<file path="config.mk">
export PLATFORM = sky130hd
export DESIGN_NAME = lnr_ctrl
export DESIGN_NICKNAME = d
export VERILOG_FILES = /design/src/rtl/lnr_pkg.sv /design/src/rtl/lnr_key_decode.sv /design/src/rtl/lnr_ring.sv /design/src/rtl/lnr_player.sv /design/src/rtl/lnr_ctrl.sv
export SDC_FILE = /design/constraint.sdc
export NUM_CORES = 1
export LEC_CHECK = 0
export ABC_AREA = 1
export BUFFER_PORTS_ARGS = -buffer_cell sky130_fd_sc_hd__buf_2
export CAP_MARGIN = 25
export CORE_MARGIN = 2
export CORE_UTILIZATION = 30
export CTS_CLUSTER_DIAMETER = 30
export DETAILED_ROUTE_END_ITERATION = 8
export GPL_ROUTABILITY_DRIVEN = 0
export PLACE_DENSITY = 0.45
export SLEW_MARGIN = 5
export SYNTH_ARGS = -nofsm -noshare
export SYNTH_HDL_FRONTEND = slang
export SYNTH_SLANG_ARGS = --single-unit
</file>
<file path="constraint.sdc">
create_clock -name clk -period 8.72 [get_ports clk]
set_clock_uncertainty 0.15 [all_clocks]
set_input_delay 1.744 -clock clk [delete_from_list [all_inputs] [get_ports clk]]
set_output_delay 1.744 -clock clk [all_outputs]
set_load 0.02 [all_outputs]
</file>
<file path="src/rtl/lnr_pkg.sv">
package lnr_pkg;
  localparam int KEY_WIDTH = 5;
  localparam int ENT_WIDTH = 5;

  localparam int C_STAR   = 10;
  localparam int C_HASH   = 11;
  localparam int C_PR     = 12;
  localparam int C_FLASH  = 13;
  localparam int C_TONE   = 14;
  localparam int C_PULSE  = 15;

  localparam int E_PAUSE  = 12;
  localparam int E_MARK   = 13;

  typedef enum logic [2:0] {
    ACT_NONE,
    ACT_STORE,
    ACT_REDIAL,
    ACT_FLASH,
    ACT_PULSE
  } act_e;

  typedef enum logic [1:0] {
    PH_IDLE,
    PH_FLASH,
    PH_WAIT,
    PH_PLAY
  } phase_e;
endpackage

</file>
<file path="src/rtl/lnr_key_decode.sv">
module lnr_key_decode
  import lnr_pkg::*;
#(
  parameter int KEY_W = KEY_WIDTH,
  parameter int ENT_W = ENT_WIDTH
) (
  input  logic [KEY_W-1:0] code,
  input  logic             tone,
  input  logic             fresh,
  output act_e             act,
  output logic [ENT_W-1:0] entry,
  output logic             to_tone
);
  always_comb begin
    act     = ACT_NONE;
    entry   = '0;
    to_tone = 1'b0;
    if (code <= KEY_W'(9) || code == KEY_W'(C_HASH)) begin
      act   = ACT_STORE;
      entry = ENT_W'(code);
    end else if (code == KEY_W'(C_STAR)) begin
      act = ACT_STORE;
      if (tone) begin
        entry = ENT_W'(C_STAR);
      end else begin
        entry   = ENT_W'(E_MARK);
        to_tone = 1'b1;
      end
    end else if (code == KEY_W'(C_PR)) begin
      if (fresh) begin
        act = ACT_REDIAL;
      end else begin
        act   = ACT_STORE;
        entry = ENT_W'(E_PAUSE);
      end
    end else if (code == KEY_W'(C_FLASH)) begin
      act = ACT_FLASH;
    end else if (code == KEY_W'(C_TONE)) begin
      if (!tone) begin
        act     = ACT_STORE;
        entry   = ENT_W'(E_MARK);
        to_tone = 1'b1;
      end
    end else if (code == KEY_W'(C_PULSE)) begin
      act = ACT_PULSE;
    end
  end
endmodule

</file>
<file path="src/rtl/lnr_ring.sv">
module lnr_ring #(
  parameter int DEPTH = 32,
  parameter int ENT_W = 5,
  localparam int PW = $clog2(DEPTH),
  localparam int LW = $clog2(DEPTH + 1)
) (
  input  logic             clk,
  input  logic             rst_n,
  input  logic             wr_en,
  input  logic             wr_restart,
  input  logic [ENT_W-1:0] wr_data,
  input  logic [PW-1:0]    rd_off,
  output logic [ENT_W-1:0] rd_data,
  output logic [LW-1:0]    fill
);
  logic [ENT_W-1:0] mem [DEPTH];
  logic [PW-1:0]    wptr;
  logic [PW-1:0]    waddr;
  logic [PW-1:0]    base;
  logic [PW-1:0]    raddr;

  assign waddr = wr_restart ? '0 : wptr;

  always_ff @(posedge clk) begin
    if (!rst_n) begin
      wptr <= '0;
      fill <= '0;
    end else if (wr_en) begin
      wptr <= waddr + 1'b1;
      if (wr_restart) begin
        fill <= LW'(1);
      end else if (fill != LW'(DEPTH)) begin
        fill <= fill + 1'b1;
      end
    end
  end

  always_ff @(posedge clk) begin
    if (wr_en) begin
      mem[waddr] <= wr_data;
    end
  end

  // Oldest entry sits fill places behind the write pointer (power-of-two wrap).
  assign base    = wptr - fill[PW-1:0];
  assign raddr   = base + rd_off;
  assign rd_data = mem[raddr];
endmodule

</file>
<file path="src/rtl/lnr_player.sv">
module lnr_player
  import lnr_pkg::*;
#(
  parameter int DEPTH = 32,
  localparam int PW = $clog2(DEPTH),
  localparam int LW = $clog2(DEPTH + 1)
) (
  input  logic          clk,
  input  logic          rst_n,
  input  logic          off_hook,
  input  logic          go_flash,
  input  logic          go_redial,
  input  logic          flash_done,
  input  logic          dial_idle,
  input  logic [LW-1:0] fill,
  input  logic          play_ready,
  output phase_e        phase,
  output logic [PW-1:0] rd_off,
  output logic          play_valid,
  output logic          handed
);
  logic last;

  assign last       = (LW'(rd_off) + LW'(1)) == fill;
  assign play_valid = (phase == PH_PLAY);
  assign handed     = play_valid && play_ready;

  always_ff @(posedge clk) begin
    if (!rst_n || !off_hook) begin
      phase  <= PH_IDLE;
      rd_off <= '0;
    end else begin
      case (phase)
        PH_IDLE: begin
          if (go_flash) begin
            phase <= PH_FLASH;
          end else if (go_redial && fill != '0) begin
            phase  <= PH_WAIT;
            rd_off <= '0;
          end
        end
        PH_FLASH: if (flash_done) phase <= PH_IDLE;
        PH_WAIT:  if (dial_idle) phase <= PH_PLAY;
        PH_PLAY: begin
          if (play_ready) begin
            if (last) phase <= PH_IDLE;
            else rd_off <= rd_off + 1'b1;
          end
        end
        default: phase <= PH_IDLE;
      endcase
    end
  end
endmodule

</file>
<file path="src/rtl/lnr_ctrl.sv">
module lnr_ctrl
  import lnr_pkg::*;
#(
  parameter int DEPTH = 32,
  parameter int KEY_W = KEY_WIDTH,
  parameter int ENT_W = ENT_WIDTH
) (
  input  logic             clk,
  input  logic             rst_n,
  input  logic             off_hook,
  input  logic             mode_default,
  input  logic             key_valid,
  output logic             key_ready,
  input  logic [KEY_W-1:0] key_code,
  input  logic             flash_done,
  input  logic             dial_idle,
  output logic             play_valid,
  input  logic             play_ready,
  output logic [ENT_W-1:0] play_entry,
  output logic             busy,
  output logic             tone_mode
);
  localparam int PW = $clog2(DEPTH);
  localparam int LW = $clog2(DEPTH + 1);

  logic             off_q;
  logic             fresh_q;
  logic             tone_q;
  logic             hook_rise;
  logic             acc;
  act_e             act;
  logic [ENT_W-1:0] new_entry;
  logic             to_tone;
  logic [LW-1:0]    fill_cnt;
  logic [PW-1:0]    rd_off;
  phase_e           phase;
  logic             handed;

  assign hook_rise = off_hook && !off_q;
  assign key_ready = off_hook && off_q && (phase == PH_IDLE);
  assign acc       = key_valid && key_ready;
  assign busy      = (phase != PH_IDLE);
  assign tone_mode = tone_q;

  lnr_key_decode #(.KEY_W(KEY_W), .ENT_W(ENT_W)) dec_i (
    .code    (key_code),
    .tone    (tone_q),
    .fresh   (fresh_q),
    .act     (act),
    .entry   (new_entry),
    .to_tone (to_tone)
  );

  lnr_ring #(.DEPTH(DEPTH), .ENT_W(ENT_W)) ring_i (
    .clk        (clk),
    .rst_n      (rst_n),
    .wr_en      (acc && act == ACT_STORE),
    .wr_restart (fresh_q),
    .wr_data    (new_entry),
    .rd_off     (rd_off),
    .rd_data    (play_entry),
    .fill       (fill_cnt)
  );

  lnr_player #(.DEPTH(DEPTH)) play_i (
    .clk        (clk),
    .rst_n      (rst_n),
    .off_hook   (off_hook),
    .go_flash   (acc && act == ACT_FLASH),
    .go_redial  (acc && act == ACT_REDIAL),
    .flash_done (flash_done),
    .dial_idle  (dial_idle),
    .fill       (fill_cnt),
    .play_ready (play_ready),
    .phase      (phase),
    .rd_off     (rd_off),
    .play_valid (play_valid),
    .handed     (handed)
  );

  always_ff @(posedge clk) begin
    if (!rst_n) begin
      off_q   <= 1'b0;
      fresh_q <= 1'b1;
      tone_q  <= 1'b0;
    end else begin
      off_q <= off_hook;
      if (hook_rise) begin
        fresh_q <= 1'b1;
        tone_q  <= mode_default;
      end else begin
        if (acc) begin
          if (act == ACT_FLASH) fresh_q <= 1'b1;
          if (act == ACT_STORE) fresh_q <= 1'b0;
          if (to_tone) tone_q <= 1'b1;
          if (act == ACT_PULSE) tone_q <= 1'b0;
        end
        if (handed && play_entry == ENT_W'(E_MARK)) tone_q <= 1'b1;
      end
    end
  end
endmodule

</file>
==> results.cfg, run 1 <==
[sta]
finalHoldViolations = 0
slew_headroom = 0.3775
worst_pin_slew_ps = 931.6
rsz0062_at_grt = false
tns_ps = 0
setup_viol = 0
min_period_ps = 6179
max_freq_mhz = 161.8
slew_violations = 0
fin_crit_sh = 0.7086

[yosys]
synth_edf_count = 160
synthTopCellsByArea = edfxtp_1 55%, nand2_1 14%, nand3_1 7.2%
async_flop_share = 0
syn_avg_cell_area_sq_um = 9.229
synth_top_family_by_area = simple AND/OR/NAND/NOR gates
syn-instance-count = 944
ys_seq_area_frac = 0.5997
syn_area_sq_um = 8712
synthTopCellsByCount = 322 x nand2_1, 160 x edfxtp_1, 126 x nand3_1
ys.warnings.count = 0
ys_types = 35
ys_ff_latch = 181
ys.flop_type = edfxtp_1
synth-simple-area-share = 0.2756
synth_top_area_frac = 0.5515
muxShareOfSynthArea = 0
synth-xor-area-share = 0.007037
synth_area_leader_cell = edfxtp_1
synth_fa_ha_area_frac = 0.02643
synth_compound_area_frac = 0.02614
synth_most_common_cell = nand2_1

[worst_setup_path]
path_cells = inv_1 > fa_1 > inv_1 > ha_1 > inv_1 > nand2_1 > nand2_1 > inv_1 > nand3_1 > nand2_1 > nand2_1 > nand3_1 > nand2_1 > inv_1 > buf_2
cpMaxStageDelayCell = inv_1
start_kind = register
cp-end-kind = primary output
required_ps = 6830
arrival_ps = 4290
path_class = reg -> out
path_max_fanout = 21
critPathMaxStageDelay_ps = 840

[global_routing]
grt_start_max_net_pins = 74
grt_pass1_vias = 5954
overflow = 0
grt_pass1_wl_mm = 34.02
track_usage = 0.1467
antenna_found_initial = 0

[clocking]
postCtsSetupBuffers = 0
cts_resized = 0
clockBufferDepth = 2
cts_buffers = 17
ctsHtreeMaxLevel = 4
hold_buffers = 0
clk_latency_ps = 440
clockRootBuffer = clkbuf_16
cts_tree = done
clkSlewWorstSetupHoldPaths_ps = 80
cts_sinks = 181

[route]
wl_mm = 21.58
remaining_drc_errors = 0
antenna_left = 0
firstDrtPassIters = 5
vias_per_cell = 4.458
drt-initial-drc-count = 418
wl_per_cell_um = 15.58
vias = 6175

[finish]
antenna_cells = 0
final_core_util = 0.3458
syn_to_final_growth_pct = 13.63
drive_gt1_frac = 0.08991
nets = 1017
fillCellCount = 2959

[status]
outcome = finished clean

[pwr]
vdd_drop_max_uv = 106.8
p_leak_nw = 4.051
p_per_area_nw_per_um2 = 187.6
total_power_mw = 1.857

[die]
dieArea_sq_um = 30420
rows = 62
core_area_sq_um = 28630
start_util = 0.3044
dieWidth_um = 174.4
die_h_um = 174.4
pin_count = 22

[placed_design]
numPortBuffers = 21
dp_hpwl_mm = 14.11

[job]
maxCapViolations = 0

[min_path]
hold_class = reg -> reg
kinds of logic after synthesis:
group	Yosys count
compound gates	42
xor+xnor	7
fa+ha+maj	16
buf+inv	135
flops	181
other cells	1
simple gates	562
worst paths after layout:
path	start	to	slack, ps	cells after the start
worst max-delay path	ring_i.wptr[2]	play_entry[0]	2540	15
worst min-delay path	ring_i.fill[5]	ring_i.fill[5]	390	2
worst max register to register	ring_i.wptr[2]	tone_mode	4360	15
worst min register to register	ring_i.fill[5]	ring_i.fill[5]	390	2
cell type report:
class	count	area, sq um	share of cell area
Clock inverter	15	166.4	0.01681
Inverter	102	395.4	0.03994
Tap cell	384	480.5	0.04853
Sequential cell	181	5225	0.5278
Clock buffer	17	425.4	0.04297
Multi-Input combinational cell	659	3057	0.3088
Timing Repair Buffer	27	150.1	0.01517
power breakdown:
part	internal [mW]	leakage (nW)	total [mW]	switching, mW
Sequential	0.945	1.59	0.946	0.00108
Combinational	0.0351	2.18	0.136	0.101
Clock	0.407	0.284	0.774	0.367
Total	1.39	4.05	1.86	0.470
flip-flops by register name, indices dropped and copies added, names as in the netlist:
name,count
play_i.phase,2
ring_i.mem,160
ring_i.wptr,5
play_i.rd_off,5
tone_mode,1
fresh_q,1
ring_i.fill,6
off_q,1
critical path: cells and delay by family, from the launching register on:
kind | cells | cell delay (ps)
fa+ha+maj | 2 | 880
buf+inv | 6 | 1380
flops | 1 | 450
simple gates | 7 | 1130
layer usage:
metal / vias to the layer above / GRT usage / routed length, um
met5: - / 0 / 0
met4: 0 / 0.02731 / 159
met3: 12 / 0.03128 / 789
met2: 98 / 0.2432 / 10300
met1: 2921 / 0.1992 / 10330
li1: 3144 / - / -
stage by stage:
| step | hold WS, ps | worst slack, ps | instances | instance area, sq um |
|---|---|---|---|---|
| after floorplan | 329.8 | 4464 | 975 | 8828 |
| after global placement | 371.3 | 3080 | 1353 | 9308 |
| after detailed placement | 375.6 | 3039 | 1353 | 9308 |
| after CTS | 392.1 | 2550 | 1385 | 9899 |
| after global routing | 440.7 | 2148 | 1385 | 9899 |
| final | 393.5 | 2541 | 1385 | 9899 |
layout by cell type, fill, tap and decap left out, types with 5 or more instances in the layout:
| cell | instances |
|---|---|
| a21oi_1 | 19 |
| inv_2 | 6 |
| conb_1 | 32 |
| nand2_1 | 322 |
| ha_1 | 11 |
| nor3_1 | 5 |
| dfxtp_1 | 21 |
| nand3_1 | 126 |
| nor2_1 | 87 |
| edfxtp_1 | 160 |
| xor2_1 | 7 |
| inv_1 | 91 |
| o21ai_0 | 14 |
| buf_2 | 21 |
| nand3_2 | 5 |
| buf_4 | 6 |
| clkbuf_16 | 17 |
Note: power is estimated with default switching activity, not from simulation.
==> run 2: changes to the inputs <==
--- a/config.mk
+++ b/config.mk
@@ -13,7 +13,7 @@
 export CTS_CLUSTER_DIAMETER = 30
 export DETAILED_ROUTE_END_ITERATION = 8
 export GPL_ROUTABILITY_DRIVEN = 0
-export PLACE_DENSITY = 0.45
+export PLACE_DENSITY = 0.47
 export SLEW_MARGIN = 5
 export SYNTH_ARGS = -nofsm -noshare
 export SYNTH_HDL_FRONTEND = slang
==> constraint.sdc (replaced) <==
create_clock -name clk -period 5.4 [get_ports clk]
set_clock_uncertainty 0.15 [all_clocks]
set_input_delay 1.08 -clock clk [delete_from_list [all_inputs] [get_ports clk]]
set_output_delay 1.08 -clock clk [all_outputs]
set_load 0.02 [all_outputs]
==> results.cfg, run 2 (synthesis results as in run 1) <==
[clocking]
clkSlewWorstSetupHoldPaths_ps = 80
cts_resized = 0
cts_sinks = 181
hold_buffers = 0
cts_buffers = 17
clockRootBuffer = clkbuf_16
cts_tree = done
ctsHtreeMaxLevel = 4
clk_latency_ps = 430
postCtsSetupBuffers = 0
clockBufferDepth = 2

[route]
drt-initial-drc-count = 403
firstDrtPassIters = 5
antenna_left = 0
vias = 6294
vias_per_cell = 4.538
remaining_drc_errors = 0
wl_mm = 21.34
wl_per_cell_um = 15.39

[finish]
reg_top3 = ring_i.mem x160, ring_i.fill x6
nets = 1019
final_common_cell = nand2_1
multi_input_area_sq_um = 3057
antenna_cells = 0
drive_gt1_frac = 0.09272
final_cell_mix = 322 x nand2_1, 160 x edfxtp_1, 126 x nand3_1
top_register = ring_i.mem
syn_to_final_growth_pct = 14.10
final_core_util = 0.3473
fillCellCount = 2971
design_area_sq_um = 9941
largest_reg_flops = 160
final_cells = 1387
seq_area_sq_um = 5225

[die]
core_area_sq_um = 28630
rows = 62
dieWidth_um = 174.4
dieArea_sq_um = 30420
start_util = 0.3044
die_h_um = 174.4
pin_count = 22

[global_routing]
grt_pass1_wl_mm = 34.25
met3_usage = 0.02690
grt_pass1_vias = 6030
track_usage = 0.1467
grt_use_met2 = 0.2422
antenna_found_initial = 0
overflow = 0
grt_start_max_net_pins = 88
busiest_layer = met2
met1_usage = 0.1988

[placed_design]
placed_area_sq_um = 9335
dp_cells = 1355
numPortBuffers = 21
dp_hpwl_mm = 14.26
post-place-ws_ps = 930.2

[sta]
tns_ps = 0
layout_setup_ws_ps = 425.2
fin_crit_sh = 0.9213
slew_violations = 0
setup_viol = 0
max_freq_mhz = 201.0
min_period_ps = 4975
slew_headroom = 0.4704
rsz0062_at_grt = false
worst_pin_slew_ps = 794.4
finalHoldViolations = 0
holdWs_ps = 375.8

[job]
maxCapViolations = 0

[min_path]
min_from = ring_i.wptr[1]
hold_class = reg -> reg

[status]
outcome = finished clean

[worst_setup_path]
required_ps = 4170
start_kind = register
rr_startpoint = ring_i.wptr[2]
path_class = reg -> out
arrival_ps = 3740
setup.worst_path.start = ring_i.wptr[2]
path_max_fanout = 21
cp-end-kind = primary output

[pwr]
vdd_drop_max_uv = 190.3
p_per_area_nw_per_um2 = 303.4
p_leak_nw = 4.075
total_power_mw = 3.016
run 2: changes by cell type in the layout (fill, tap and decap cells not counted):
| cell | delta |
|---|---|
| clkinv_2 | -1 |
| buf_12 | +1 |
| clkinv_8 | +1 |
| clkinvlp_4 | -2 |
| clkinv_1 | -1 |
| inv_8 | -2 |
| inv_6 | +5 |
| buf_4 | +1 |
run 2: worst max-delay path, stage by stage, from the launching register on:
cell and delay, ps:
dfxtp_1 450, inv_1 200, fa_1 530, inv_1 40, ha_1 370, inv_1 60, nand2_1 50, nand2_1 70
buf_4 220, inv_1 540, nand3_1 160, nand2_1 100, nand2_1 50, nand3_1 120, nand2_1 110, inv_1 70
buf_2 160
run 2: worst paths after layout:
kind,endpoint,slack (ps),cells after the start
max,play_entry[2],430,16
min,ring_i.wptr[1],380,2
min reg2reg,ring_i.wptr[1],380,2
max reg2reg,tone_mode,1510,17
run 2: power breakdown:
group | leakage, nW | internal [mW] | switching [mW]
clock network | 0.296 | 0.665 | 0.599
logic | 2.19 | 0.0583 | 0.165
registers | 1.59 | 1.53 | 0.00171
run 2: per-layer routing:
metal,wire length (um),share of wire,vias up
li1,-,-,3155
met1,10080,0.47,3016
met2,10260,0.48,105
met3,746,0.035,18
met4,252,0.012,0
met5,0,0,-
run 2: area by class of cell:
type / count / share of cell area
repair buffers: 29 / 0.01787
multi-input cells: 659 / 0.3075
inverters: 102 / 0.03977
clock inverters: 15 / 0.01812
well taps: 384 / 0.04833
clock buffers: 17 / 0.04279
flip-flops and latches: 181 / 0.5256
==> run 3: changes to the inputs <==
--- a/config.mk
+++ b/config.mk
@@ -5,15 +5,14 @@
 export SDC_FILE = /design/constraint.sdc
 export NUM_CORES = 1
 export LEC_CHECK = 0
-export ABC_AREA = 1
 export BUFFER_PORTS_ARGS = -buffer_cell sky130_fd_sc_hd__buf_2
 export CAP_MARGIN = 25
 export CORE_MARGIN = 2
-export CORE_UTILIZATION = 30
+export CORE_UTILIZATION = 40
 export CTS_CLUSTER_DIAMETER = 30
 export DETAILED_ROUTE_END_ITERATION = 8
 export GPL_ROUTABILITY_DRIVEN = 0
-export PLACE_DENSITY = 0.47
+export PLACE_DENSITY = 0.58
 export SLEW_MARGIN = 5
 export SYNTH_ARGS = -nofsm -noshare
 export SYNTH_HDL_FRONTEND = slang
==> results.cfg, run 3 <==
[sta]
tns_ps = 0
worst_pin_slew_ps = 673.9
setup_viol = 0
holdWs_ps = 379.3
finalHoldViolations = 0
min_period_ps = 5066
slew_violations = 0
rsz0062_at_grt = false
fin_crit_sh = 0.9381
slew_headroom = 0.5508
max_freq_mhz = 197.4

[pwr]
intPower_mw = 2.295
pwr-share-comb = 0.037
p_leak_nw = 3.008
power.net_switching_mw = 0.5985
p_seq_frac = 0.527
vdd_drop_max_uv = 195.8
p_sw_frac = 0.2068
p_clk_frac = 0.436
p_per_area_nw_per_um2 = 314.8

[finish]
antenna_cells = 0
final_cell_mix = 160 x edfxtp_1, 56 x nor2_1, 40 x mux4_2
reg_top3 = ring_i.mem x160, ring_i.fill x6
fillCellCount = 1733
top_register = ring_i.mem
drive_gt1_frac = 0.2247
final_core_util = 0.4708
final_common_cell = edfxtp_1
syn_to_final_growth_pct = 14.83
nets = 608
largest_reg_flops = 160

[yosys]
synth_edf_count = 160
synth_top_area_frac = 0.6002
synth-xor-area-share = 0.02157
synth_most_common_cell = edfxtp_1
synthTopCellsByCount = 160 x edfxtp_1, 56 x nor2_1, 40 x mux4_2
synth_fa_ha_area_frac = 0.02876
async_flop_share = 0
ys.warnings.count = 0
synth-simple-area-share = 0.07893
syn_avg_cell_area_sq_um = 15.48
synth_top_family_by_area = multiplexers
syn-instance-count = 517
syn_area_sq_um = 8005
ys.flop_type = edfxtp_1
muxShareOfSynthArea = 0.1452
synthTopCellsByArea = edfxtp_1 60%, mux4_2 11%, dfxtp_1 5.3%
synth_area_leader_cell = edfxtp_1
synth_compound_area_frac = 0.04783
ys_types = 52
ys_ff_latch = 181
ys_seq_area_frac = 0.6527

[worst_setup_path]
cp-end-kind = primary output
path_max_fanout = 16
arrival_ps = 3840
path_class = reg -> out
required_ps = 4170
start_kind = register

[job]
maxCapViolations = 0

[die]
dieArea_sq_um = 21160
rows = 51
core_area_sq_um = 19530
start_util = 0.4100
pin_count = 22
dieWidth_um = 145.5
die_h_um = 145.5

[route]
drt-initial-drc-count = 364
vias_per_cell = 5.074
antenna_left = 0
firstDrtPassIters = 4
remaining_drc_errors = 0
vias = 4348
wl_per_cell_um = 19.26
wl_mm = 16.50

[clocking]
cts_buffers = 17
clockBufferDepth = 2
cts_tree = done
hold_buffers = 0
clockRootBuffer = clkbuf_16
ctsHtreeMaxLevel = 4
cts_sinks = 181
clkSlewWorstSetupHoldPaths_ps = 70
clk_latency_ps = 430

[placed_design]
dp_hpwl_mm = 11.38
numPortBuffers = 21

[global_routing]
grt_start_max_net_pins = 33
antenna_found_initial = 0
overflow = 0
grt_pass1_vias = 4525
grt_pass1_wl_mm = 26.33
track_usage = 0.1664

[status]
outcome = finished clean

[min_path]
hold_class = reg -> reg
run 3: kinds of logic after synthesis:
kind of cell / count (synthesis)
AND/OR/NAND/NOR: 138
flip-flops: 181
XOR/XNOR: 15
other: 1
buffers and inverters: 46
adder cells (fa/ha/maj): 16
multiplexers: 63
AO/OA/AOI/OAI: 57
run 3: power groups by stage:
stage	sequential, mW	clock (mW)	combinational (mW)
detailed placement	1.55	0	0.109
global route	1.52	1.34	0.120
finish	1.52	1.26	0.108
CTS	1.52	1.28	0.109
global placement	1.56	0	0.105
floorplan	1.56	0	0.0681
run 3: final cells by class:
type / count / area, sq um / share of cell area
inverter: 28 / 105.1 / 0.01143
clock buffer: 17 / 425.4 / 0.04628
timing repair buffer: 30 / 188.9 / 0.02055
sequential: 181 / 5225 / 0.5684
tap: 265 / 331.6 / 0.03607
multi-input combinational: 321 / 2739 / 0.2979
clock inverter: 15 / 177.7 / 0.01933
run 3: worst max-delay path, stage by stage, from the launching register on:
cell,delay (ps)
dfxtp_1,490
inv_1,170
fa_1,530
inv_1,40
ha_1,330
xnor2_2,140
buf_4,280
mux4_2,530
mux2_2,280
a21oi_1,170
o21ai_0,200
buf_2,240
run 3: stage by stage:
stage | setup WS [ps] | power [mW] | instance area, sq um | cells
6_report | 334.2 | 2.894 | 9193 | 857
5_1_grt | 84.16 | 2.985 | 9193 | 857
4_1_cts | 302.0 | 2.914 | 9185 | 857
3_5_place_dp | 774.7 | 1.664 | 8582 | 825
3_3_place_gp | 864.7 | 1.660 | 8571 | 824
2_1_floorplan | 972.3 | 1.624 | 8122 | 548
run 3: what timing repair did:
action	4_1_cts	5_1_grt
hold endpoints to repair	0	0
setup buffers	0	0
endpoints found under the setup margin	0	1
gates resized for setup	0	1
run 3: worst paths after layout:
kind	startpoint	slack (ps)	depth (start not counted)	endpoint
min	ring_i.wptr[1]	380	2	ring_i.wptr[1]
max	ring_i.wptr[2]	330	11	play_entry[0]
min reg2reg	ring_i.wptr[1]	380	2	ring_i.wptr[1]
max reg2reg	ring_i.wptr[2]	1570	12	tone_mode
run 3: routing by layer:
metal | GRT usage | wire length [um] | vias up
li1 | - | - | 2064
met1 | 0.2343 | 7485 | 2167
met3 | 0.03354 | 913 | 13
met4 | 0.06029 | 235 | 0
met2 | 0.2588 | 7868 | 104
met5 | 0 | 0 | -
